$ cat config.mk
export PLATFORM = sky130hd
export DESIGN_NAME = spi_fifo_master
export DESIGN_NICKNAME = d
export VERILOG_FILES = /design/src/rtl/spi_fm_pkg.sv /design/src/rtl/spi_fm_fifo.sv /design/src/rtl/spi_fm_engine.sv /design/src/rtl/spi_fifo_master.sv
export SDC_FILE = /design/constraint.sdc
export NUM_CORES = 1
export LEC_CHECK = 0
export ABC_AREA = 0
export BUFFER_PORTS_ARGS = -buffer_cell sky130_fd_sc_hd__clkbuf_2
export CORE_ASPECT_RATIO = 1.2
export CORE_MARGIN = 2
export CORE_UTILIZATION = 64
export DETAILED_ROUTE_END_ITERATION = 8
export GPL_ROUTABILITY_DRIVEN = 0
export PLACE_DENSITY = 0.84
export SLEW_MARGIN = 20
export SYNTH_ARGS = -nofsm -noshare
export SYNTH_HDL_FRONTEND = slang
export SYNTH_SLANG_ARGS = --single-unit
$ cat constraint.sdc
create_clock -name clk -period 4.2 [get_ports clk]
set_input_delay 1.05 -clock clk [delete_from_list [all_inputs] [get_ports clk]]
set_output_delay 1.05 -clock clk [all_outputs]
set_load 0.02 [all_outputs]
$ cat src/rtl/spi_fm_pkg.sv
`timescale 1ns/1ps
package spi_fm_pkg;
  typedef enum logic [1:0] {
    XFER_DUPLEX   = 2'b00,
    XFER_TX_ONLY  = 2'b01,
    XFER_RX_ONLY  = 2'b10,
    XFER_RESERVED = 2'b11
  } xfer_mode_e;

  typedef enum logic [1:0] {
    ENG_IDLE = 2'b00,
    ENG_LOW  = 2'b01,
    ENG_HIGH = 2'b10
  } eng_state_e;
endpackage

$ cat src/rtl/spi_fm_fifo.sv
`timescale 1ns/1ps
module spi_fm_fifo #(
  parameter int W     = 8,
  parameter int DEPTH = 4
) (
  input  logic         clk,
  input  logic         rst_n,
  input  logic         push,
  input  logic [W-1:0] push_data,
  input  logic         pop,
  output logic [W-1:0] head,
  output logic         full,
  output logic         empty,
  output logic [1:0]   level
);
  localparam int AW   = (DEPTH > 1) ? $clog2(DEPTH) : 1;
  localparam int CW   = $clog2(DEPTH + 1);
  localparam int HALF = DEPTH / 2;
  localparam int TQ   = (3 * DEPTH) / 4;

  logic [W-1:0]  mem [DEPTH];
  logic [AW-1:0] wp, rp;
  logic [CW-1:0] cnt;
  logic          do_push, do_pop;

  assign do_push = push && !full;
  assign do_pop  = pop && !empty;
  assign full    = (cnt == CW'(DEPTH));
  assign empty   = (cnt == '0);
  assign head    = mem[rp];

  // occupancy code: empty, under half, under three-quarters, at or above
  always_comb begin
    if (cnt >= CW'(TQ))        level = 2'b11;
    else if (cnt >= CW'(HALF)) level = 2'b10;
    else if (cnt != '0)        level = 2'b01;
    else                       level = 2'b00;
  end

  always_ff @(posedge clk) begin
    if (do_push) mem[wp] <= push_data;
  end

  always_ff @(posedge clk or negedge rst_n) begin
    if (!rst_n) begin
      wp  <= '0;
      rp  <= '0;
      cnt <= '0;
    end else begin
      if (do_push) wp <= (wp == AW'(DEPTH - 1)) ? '0 : wp + AW'(1);
      if (do_pop)  rp <= (rp == AW'(DEPTH - 1)) ? '0 : rp + AW'(1);
      unique case ({do_push, do_pop})
        2'b10:   cnt <= cnt + CW'(1);
        2'b01:   cnt <= cnt - CW'(1);
        default: ;
      endcase
    end
  end
endmodule

$ cat src/rtl/spi_fm_engine.sv
`timescale 1ns/1ps
module spi_fm_engine
  import spi_fm_pkg::*;
#(
  parameter int W        = 8,
  parameter int DIV_HALF = 2
) (
  input  logic         clk,
  input  logic         rst_n,
  input  logic         enable,
  input  xfer_mode_e   mode,
  input  logic         tx_avail,
  input  logic [W-1:0] tx_head,
  output logic         tx_pop,
  input  logic         rx_space,
  output logic         rx_push,
  output logic [W-1:0] rx_word,
  output logic         busy,
  output xfer_mode_e   cur_mode,
  output logic         sck,
  output logic         ss_n,
  output logic         mosi,
  input  logic         miso
);
  localparam int CNTW = (DIV_HALF > 1) ? $clog2(DIV_HALF) : 1;
  localparam int BW   = (W > 1) ? $clog2(W) : 1;

  eng_state_e      state;
  logic [CNTW-1:0] cnt;
  logic [BW-1:0]   bitc;
  logic [W-1:0]    txsh;
  logic [W-2:0]    rxsh;
  logic            sck_q, ssn_q;
  logic            can_start, half_done, last_bit, frame_end, load;

  assign half_done = (cnt == CNTW'(DIV_HALF - 1));
  assign last_bit  = (bitc == BW'(W - 1));
  assign frame_end = (state == ENG_HIGH) && half_done && last_bit;

  // a frame may start only if its data source and sink are both available
  always_comb begin
    case (mode)
      XFER_DUPLEX:  can_start = tx_avail && rx_space;
      XFER_TX_ONLY: can_start = tx_avail;
      XFER_RX_ONLY: can_start = rx_space;
      default:      can_start = 1'b0;
    endcase
    can_start = can_start && enable;
  end

  assign load    = can_start && ((state == ENG_IDLE) || frame_end);
  assign tx_pop  = load && (mode != XFER_RX_ONLY);
  assign rx_word = {rxsh, miso};
  assign rx_push = (state == ENG_LOW) && half_done && last_bit &&
                   (cur_mode != XFER_TX_ONLY);
  assign busy    = (state != ENG_IDLE);
  assign sck     = sck_q;
  assign ss_n    = ssn_q;
  assign mosi    = busy && (cur_mode != XFER_RX_ONLY) && txsh[W-1];

  always_ff @(posedge clk or negedge rst_n) begin
    if (!rst_n) begin
      state    <= ENG_IDLE;
      cnt      <= '0;
      bitc     <= '0;
      txsh     <= '0;
      rxsh     <= '0;
      sck_q    <= 1'b0;
      ssn_q    <= 1'b1;
      cur_mode <= XFER_DUPLEX;
    end else if (load) begin
      state    <= ENG_LOW;
      cnt      <= '0;
      bitc     <= '0;
      sck_q    <= 1'b0;
      ssn_q    <= 1'b0;
      cur_mode <= mode;
      txsh     <= (mode == XFER_RX_ONLY) ? '0 : tx_head;
    end else begin
      case (state)
        ENG_LOW: begin
          if (half_done) begin
            cnt   <= '0;
            sck_q <= 1'b1;
            rxsh  <= rx_word[W-2:0];
            state <= ENG_HIGH;
          end else begin
            cnt <= cnt + CNTW'(1);
          end
        end
        ENG_HIGH: begin
          if (half_done) begin
            cnt   <= '0;
            sck_q <= 1'b0;
            if (last_bit) begin
              state <= ENG_IDLE;
              ssn_q <= 1'b1;
            end else begin
              bitc  <= bitc + BW'(1);
              txsh  <= {txsh[W-2:0], 1'b0};
              state <= ENG_LOW;
            end
          end else begin
            cnt <= cnt + CNTW'(1);
          end
        end
        ENG_IDLE: ;
        default: state <= ENG_IDLE;
      endcase
    end
  end
endmodule

$ cat src/rtl/spi_fifo_master.sv
`timescale 1ns/1ps
module spi_fifo_master
  import spi_fm_pkg::*;
#(
  parameter int DATA_W     = 8,
  parameter int FIFO_DEPTH = 4,
  parameter int DIV_HALF   = 2
) (
  input  logic              clk,
  input  logic              rst_n,
  input  logic              enable,
  input  logic [1:0]        mode,
  input  logic              tx_valid,
  input  logic [DATA_W-1:0] tx_data,
  output logic              tx_ready,
  output logic              tx_overflow,
  output logic [1:0]        tx_level,
  output logic              rx_valid,
  output logic [DATA_W-1:0] rx_data,
  input  logic              rx_ready,
  output logic [1:0]        rx_level,
  output logic              busy,
  output logic              sck,
  output logic              ss_n,
  output logic              mosi,
  input  logic              miso
);
  logic [DATA_W-1:0] tx_head, rx_word;
  logic              tx_full, tx_empty, tx_pop;
  logic              rx_full, rx_empty, rx_push;
  logic              ovf_q;
  xfer_mode_e        eng_mode;

  spi_fm_fifo #(.W(DATA_W), .DEPTH(FIFO_DEPTH)) u_tx_fifo (
    .clk(clk), .rst_n(rst_n),
    .push(tx_valid), .push_data(tx_data), .pop(tx_pop),
    .head(tx_head), .full(tx_full), .empty(tx_empty), .level(tx_level)
  );

  spi_fm_fifo #(.W(DATA_W), .DEPTH(FIFO_DEPTH)) u_rx_fifo (
    .clk(clk), .rst_n(rst_n),
    .push(rx_push), .push_data(rx_word), .pop(rx_ready),
    .head(rx_data), .full(rx_full), .empty(rx_empty), .level(rx_level)
  );

  spi_fm_engine #(.W(DATA_W), .DIV_HALF(DIV_HALF)) u_engine (
    .clk(clk), .rst_n(rst_n), .enable(enable), .mode(xfer_mode_e'(mode)),
    .tx_avail(!tx_empty), .tx_head(tx_head), .tx_pop(tx_pop),
    .rx_space(!rx_full), .rx_push(rx_push), .rx_word(rx_word),
    .busy(busy), .cur_mode(eng_mode),
    .sck(sck), .ss_n(ss_n), .mosi(mosi), .miso(miso)
  );

  assign tx_ready    = !tx_full;
  assign rx_valid    = !rx_empty;
  assign tx_overflow = ovf_q;

  // sticky: an offered byte with no room is lost, and that is remembered
  always_ff @(posedge clk or negedge rst_n) begin
    if (!rst_n)                 ovf_q <= 1'b0;
    else if (tx_valid && tx_full) ovf_q <= 1'b1;
  end
endmodule

==> impl_summary.txt, run 1 <==
----------------------------------------------------
[Status]
  Status ... complete, no violations

[Critical path]
  Type of the worst setup path ... flip-flop to output port
  Startpoint of the lowest-slack register-to-register path ... u_engine.state[1]$_DFFE_PN0P_
  Worst Setup End Kind ... output port
  Worst R2R Path Depth ... 11
  Cell chain of the critical path ... mux4_2 -> clkbuf_2
  Slowest cell delay on critical path ... 0.73 ns
  Logic depth of the worst path, buffers included ... 2
  Launching element type of the critical path ... flip-flop
  CP max FO ... 11
  Critical Path RT ... 3.15 ns
  Number of buffer and inverter instances along the worst setup path ... 1
  Arrival time of data at the critical path endpoint ... 1.85 ns
  Flop-to-flop setup slack ... 1.59 ns
  Critical-path top delay cell ... dfrtp_1
  Critical register-to-register path endpoint ... u_rx_fifo.cnt[2]$_DFFE_PN0P_
  Largest delay share family, worst path ... flip-flops

[STA]
  Final-report setup violation count ... 0
  Final Max Tran Viols ... 0
  Setup repair after global routing missed its margin ... no
  Min Tclk post-route ... 2.90 ns
  Hold Violations, Final ... 0
  Maximum achievable frequency ... 344 MHz
  Relative slew slack ... 0.400
  Worst path setup slack after routing ... between 1 and 1.5 ns
  Crit share post-route ... 0.691
  Transition time at the pin with the least slew margin ... 0.901 ns
  Worst clock skew on the final layout ... 0.0110 ns
  Total negative slack ... 0 ns

[Power and ir drop]
  Switching pwr ... 1100 uW
  Sw Share ... 0.343
  Part of the power in combinational logic ... 0.333
  Power density over the cells ... 657 mW/mm^2
  Proportion of power drawn by the clock network ... 0.170
  Sequential Power Share ... 0.497
  Internal power ... 2110 uW
  Leakage power summed over all cells ... 0.00194 uW
  Maximum VDD drop ... 0.352 mV

[Placed design]
  DP Worst Slack ... about 1.2 ns
  Dpl cells ... slightly below 400
  Number of port buffers ... 34
  Hpwl dp ... 5350 microns

[Drt]
  Via/cell ratio ... about 5.7
  Mean routed wirelength per cell ... 18.0 microns
  Vias after detailed routing ... 2,341
  Remaining antenna violation count ... 0
  Number of iterations in the first detailed-routing pass ... 4
  Drt total wl ... 7340 microns
  Initial drt markers ... 124
  DRC violation count after routing ... 0

[Die]
  Initial Util ... 0.659
  Die height ... 95.7 microns
  Std-Cell Core Area ... slightly below 0.007 sq mm
  Die outline area ... 0.00770 sq mm
  Ports ... 35
  Die X-Extent ... 80.4 microns
  Core Rows ... 33

[Synthesis]
  Syn. warnings ... 0
  Main area contributors after synthesis ... edfxtp_1 (43%), dfrtp_1 (22%), mux4_2 (8.0%)
  Dominant cell type by area after synthesis ... edfxtp_1
  Cell count after synthesis ... 279
  Syn Nets ... 314
  Per-instance average area after synthesis ... 16.1 sq um
  Cell area after technology mapping ... roughly 0.0045 sq mm
  Synth Register Bits ... 104
  Share of the synthesized area in the top cell type ... 0.428
  Count of cell types in the netlist ... 44
  Register area share after synthesis ... 0.652

[Cells and area]
  Area of combinational cells with multiple inputs ... 0.00145 sq mm
  Area taken by flip-flops and latches ... 0.00292 sq mm
  Area growth from synthesis to layout ... 8.98%
  Number of nets in the finished design ... 351
  Utilization after layout ... 0.718
  Final Instance Count excl. Fillers ... 408
  # diodes ... 0
  Number of filler cells placed in the layout ... 445
  Fraction of layout cells with a size suffix above 1 ... 0.299

[Clock network]
  Sink Count ... approximately 100
  CTS tree ... done
  Cell chosen for the clock root ... clkbuf_8
  Insertion delay to the later sink of the worst-skew pair ... 0.37 ns
  PostCTS Resize Cnt ... 0
  Clk slew on worst S/H paths ... 0.09 ns
  Post-CTS setup buffer count ... 0
  H-tree level count ... 3
  Inserted Clock Buffers ... 9
  Hold-fix buffer count after cts ... 0
  Deepest clock path buffer count ... 2

[Global routing]
  First-pass GRT wire length ... 12,200 microns
  Global Route Usage Sum ... 0.220
  Total global routing overflow ... 0
  Via count of the first global-routing pass ... 2,445
  Initial antenna violation count ... 0
  Pin count of the biggest net entering global routing ... 41

[Hold path]
  Terminating pin of the worst hold path ... u_engine.txsh[0]$_DFFE_PN0P_
  Class of the most critical hold timing path ... flip-flop to flip-flop
  Hold path start ... u_engine.txsh[0]$_DFFE_PN0P_
  Worst Hold Path Cells ... 1

[Run]
  Number of maximum-capacitance violations ... 0

----------------------------------------------------
placed cells by master, fill, tap and decap left out, types with 6 or more instances in the layout:
cell and count:
edfxtp_1 64, dfrtp_1 39, clkbuf_2 33, ha_1 17, inv_1 16, mux4_2 16, nor2_1 12, nand2_1 12
o21ai_0 10, clkbuf_8 9, mux2_2 7, or3b_2 7, a2bb2oi_1 7, mux2_4 7, and3_1 6
layer usage:
metal,up-vias,track usage,share of wire
met5,-,0,0
met4,0,0.116,0.025
met3,18,0.0413,0.031
met2,46,0.391,0.55
met1,1165,0.252,0.40
li1,1112,-,-
synthesized netlist by cell type, drive strengths merged:
library cell,instances
a21boi,2
a21o,1
a21oi,3
a2bb2oi,7
a31o,2
a31oi,1
a32o,1
a32oi,1
and2,4
and3,6
buf,7
clkbuf,2
dfrtp,39
dfstp,1
edfxtp,64
fa,2
ha,17
inv,16
mux2,14
mux2i,3
mux4,16
nand2,12
nand2b,2
nand3,3
nor2,12
nor2b,4
nor3,2
nor3b,1
o2111ai,1
o211ai,1
o21ai,10
or2,4
or3,1
or3b,8
or4,1
xnor2,3
xor2,5
layout make-up:
class,count,share of cell area
tap,87,0.0223
sequential,104,0.598
multi-input combinational,150,0.297
clock inverter,6,0.00844
clock buffer,10,0.0261
timing repair buffer,35,0.0363
inverter,16,0.0123
kinds of logic after synthesis:
kind of cell	synth area share
compound gates	0.0485
xor+xnor	0.0156
fa+ha+maj	0.0563
buf+inv	0.0251
flops	0.652
mux	0.128
simple gates	0.0747
flip-flops by register name (all words and copies together), names as in the netlist:
register / count
u_rx_fifo.mem: 32
u_engine.rxsh: 7
u_engine.sck: 1
u_engine.bitc: 3
u_engine.cur_mode: 2
u_engine.cnt: 1
u_engine.state: 2
u_rx_fifo.wp: 2
u_tx_fifo.mem: 32
u_rx_fifo.cnt: 3
u_engine.txsh: 8
u_tx_fifo.rp: 2
u_engine.ss_n: 1
u_tx_fifo.wp: 2
tx_overflow: 1
u_rx_fifo.rp: 2
u_tx_fifo.cnt: 3
worst reg2reg max path, cell delays in order (launching register included):
cell and delay, ns:
dfrtp_1 0.41, inv_1 0.10, ha_1 0.26, nand3_1 0.12, nor3b_1 0.68, inv_1 0.10
ha_1 0.24, inv_1 0.08, fa_1 0.18, xor2_1 0.14, nor2_1 0.06, xor2_1 0.14
worst max-delay path by stage:
stage                     slack, ns                   startpoint                            to
after floorplan                1.46                       enable  u_tx_fifo.cnt[2]$_DFFE_PN0P_
after global placement         1.28                      mode[0]  u_tx_fifo.cnt[2]$_DFFE_PN0P_
after detailed placement       1.19                      mode[0]  u_tx_fifo.cnt[2]$_DFFE_PN0P_
after CTS                      1.25  u_rx_fifo.rp[0]$_DFFE_PN0P_                    rx_data[2]
after global routing           1.18  u_rx_fifo.rp[0]$_DFFE_PN0P_                    rx_data[6]
final                          1.30  u_rx_fifo.rp[0]$_DFFE_PN0P_                    rx_data[2]
power groups by stage:
stage               Sequential [uW]  Clock [uW]  Combinational [uW]
global route                   1640         596                1190
floorplan                      1480           0                 926
finish                         1600         547                1070
detailed placement             1620           0                1080
global placement               1600           0                1040
CTS                            1600         558                1090
per-stage QoR:
step           cell area (sq um)  power (uW)  hold slack (ns)
2_1_floorplan               4490        2410            0.472
3_3_place_gp                4720        2640            0.490
3_5_place_dp                4720        2700            0.498
4_1_cts                     4890        3240            0.523
5_1_grt                     4890        3420            0.551
6_report                    4890        3210            0.522
Note: power is estimated with default switching activity, not from simulation.
==> inputs of run 2 (changes only) <==
--- a/config.mk
+++ b/config.mk
@@ -9,10 +9,10 @@
 export BUFFER_PORTS_ARGS = -buffer_cell sky130_fd_sc_hd__clkbuf_2
 export CORE_ASPECT_RATIO = 1.2
 export CORE_MARGIN = 2
-export CORE_UTILIZATION = 64
+export CORE_UTILIZATION = 59
 export DETAILED_ROUTE_END_ITERATION = 8
 export GPL_ROUTABILITY_DRIVEN = 0
-export PLACE_DENSITY = 0.84
+export PLACE_DENSITY = 0.79
 export SLEW_MARGIN = 20
 export SYNTH_ARGS = -nofsm -noshare
 export SYNTH_HDL_FRONTEND = slang
==> constraint.sdc (replaced) <==
create_clock -name clk -period 3 [get_ports clk]
set_input_delay 0.75 -clock clk [delete_from_list [all_inputs] [get_ports clk]]
set_output_delay 0.75 -clock clk [all_outputs]
set_load 0.02 [all_outputs]
==> impl_summary.txt, run 2 (synthesized netlist as in run 1, its figures left out) <==
----------------------------------------------------
[Drt]
  DRC violation count after routing ... 0
  Drt total wl ... 7110 microns
  Via/cell ratio ... 5.64
  Initial drt markers ... about 170
  Mean routed wirelength per cell ... 17.2 microns
  Vias after detailed routing ... 2,328
  Remaining antenna violation count ... 0
  Number of iterations in the first detailed-routing pass ... 4

[Global routing]
  Met3 layer usage reported by global route ... 0.0299
  Busiest grt layer ... met2
  Total global routing overflow ... 0
  Met1 Use GR ... 0.222
  Global Route Usage Sum ... 0.184
  First-pass GRT wire length ... 11,700 microns
  Fraction of met2 tracks used by global routing ... 0.331
  Pin count of the biggest net entering global routing ... between 40 and 50
  Initial antenna violation count ... 0
  Via count of the first global-routing pass ... 2,434

[Die]
  Die height ... 99.5 microns
  Std-Cell Core Area ... 0.00732 sq mm
  Die X-Extent ... 83.6 microns
  Core Rows ... 34
  Initial Util ... 0.613
  Die outline area ... between 0.008 and 0.009 sq mm
  Ports ... 35

[Power and ir drop]
  Part of the power in combinational logic ... 0.336
  Proportion of power drawn by the clock network ... 0.174
  Sw Share ... 0.341
  Internal power ... 2980 uW
  Sequential Power Share ... 0.490
  Switching pwr ... 1540 uW
  Leakage power summed over all cells ... 0.00195 uW
  Power density over the cells ... 918 mW/mm^2
  Total power ... 4520 uW
  Maximum VDD drop ... 0.463 mV

[Clock network]
  Deepest clock path buffer count ... 2
  Inserted Clock Buffers ... 9
  PostCTS Resize Cnt ... 0
  Hold-fix buffer count after cts ... 0
  Cell chosen for the clock root ... clkbuf_8
  Clk slew on worst S/H paths ... 0.10 ns
  Sink Count ... 104
  Insertion delay to the later sink of the worst-skew pair ... 0.35 ns
  H-tree level count ... 3
  Post-CTS setup buffer count ... 0
  CTS tree ... done

[Hold path]
  Terminating pin of the worst hold path ... tx_overflow$_DFFE_PN0P_
  Worst Hold Path Cells ... 1
  Class of the most critical hold timing path ... flip-flop to flip-flop
  Hold path start ... tx_overflow$_DFFE_PN0P_

[Cells and area]
  Highest-count cells in the layout ignoring fill and taps ... edfxtp_1 (64), dfrtp_1 (39), clkbuf_2 (33)
  Top Registers ... u_rx_fifo.mem x32, u_tx_fifo.mem x32, u_engine.txsh x8
  Final Instance Count excl. Fillers ... around 410
  Number of nets in the finished design ... 353
  # diodes ... 0
  Post-Layout Inst Area ... 0.00492 sq mm
  Number of filler cells placed in the layout ... 536
  Area growth from synthesis to layout ... 9.68%
  Fraction of layout cells with a size suffix above 1 ... 0.307
  Most common cell after layout, fill and taps aside ... edfxtp_1

[STA]
  Min Tclk post-route ... approximately 2.6 ns
  Minimum hold slack ... 0.494 ns
  Final Max Tran Viols ... 0
  Setup repair after global routing missed its margin ... no
  Transition time at the pin with the least slew margin ... 0.916 ns
  Hold Violations, Final ... 0
  Maximum achievable frequency ... 381 MHz
  Final-report setup violation count ... 0
  Total negative slack ... 0 ns
  Crit share post-route ... 0.874
  Relative slew slack ... 0.389
  Worst clock skew on the final layout ... 0.0127 ns

[Critical path]
  Critical Path RT ... 2.25 ns
  Launching element type of the critical path ... flip-flop
  Arrival time of data at the critical path endpoint ... between 1.5 and 2 ns
  Startpoint of the lowest-slack register-to-register path ... u_engine.bitc[0]$_DFFE_PN0P_
  Worst Setup End Kind ... output port
  Type of the worst setup path ... flip-flop to output port
  Worst R2R Path Depth ... 11
  Critical register-to-register path endpoint ... u_tx_fifo.cnt[2]$_DFFE_PN0P_
  CP max FO ... 11
  Flop-to-flop setup slack ... 0.45 ns

[Placed design]
  Instance area after placement ... 0.00474 sq mm
  Dpl cells ... 397
  Number of port buffers ... 34
  Hpwl dp ... between 5000 and 6000 microns

[Status]
  Status ... complete, no violations

[Run]
  Number of maximum-capacitance violations ... 0

----------------------------------------------------
run 2: cell types whose count changed in the layout (fill, tap and decap cells not counted):
cell | before | now
clkinv_2 | 1 | 0
inv_6 | 2 | 1
clkinv_4 | 0 | 3
buf_4 | 1 | 3
clkinvlp_4 | 2 | 1
clkinv_1 | 1 | 0
inv_8 | 0 | 1
run 2: worst max-delay path by stage:
stage / endpoint / startpoint
after floorplan: u_tx_fifo.cnt[2]$_DFFE_PN0P_ / enable
after global placement: u_tx_fifo.cnt[2]$_DFFE_PN0P_ / mode[0]
after detailed placement: u_tx_fifo.cnt[2]$_DFFE_PN0P_ / mode[0]
after CTS: rx_data[3] / u_rx_fifo.rp[0]$_DFFE_PN0P_
after global routing: u_tx_fifo.cnt[2]$_DFFE_PN0P_ / u_engine.bitc[0]$_DFFE_PN0P_
final: rx_data[3] / u_rx_fifo.rp[0]$_DFFE_PN0P_
run 2: layout make-up:
class                           instances  area [sq um]  share of cell area
Clock inverter                          6          53.8              0.0109
Tap cell                               90           113              0.0229
Clock buffer                           10           128              0.0259
Sequential cell                       104          2920               0.594
Multi-Input combinational cell        150          1450               0.295
Inverter                               16          60.1              0.0122
Timing Repair Buffer                   37           193              0.0392
run 2: layer usage:
| metal | vias up | wire [microns] |
|---|---|---|
| met5 | - | 0 |
| met4 | 0 | 38 |
| met3 | 2 | 190 |
| met2 | 34 | 3910 |
| met1 | 1176 | 2980 |
| li1 | 1116 | - |
run 2: power groups by stage:
stage | sequential, uW | clock [uW] | combinational [uW]
after floorplan | 2080 | 0 | 1300
after global placement | 2230 | 0 | 1490
after detailed placement | 2250 | 0 | 1540
after CTS | 2220 | 807 | 1550
after global routing | 2270 | 861 | 1680
final | 2210 | 787 | 1520
run 2: worst max-delay path: stages, from the launching register on:
cell,delay (ns)
dfrtp_1,0.74
mux4_2,0.59
clkbuf_2,0.17
run 2: metrics by stage:
| stage | utilization | setup slack, ns |
|---|---|---|
| after floorplan | - | 0.562 |
| after global placement | 0.648 | 0.381 |
| after detailed placement | 0.648 | 0.270 |
| after CTS | 0.673 | 0.341 |
| after global routing | 0.673 | 0.265 |
| final | 0.673 | 0.378 |
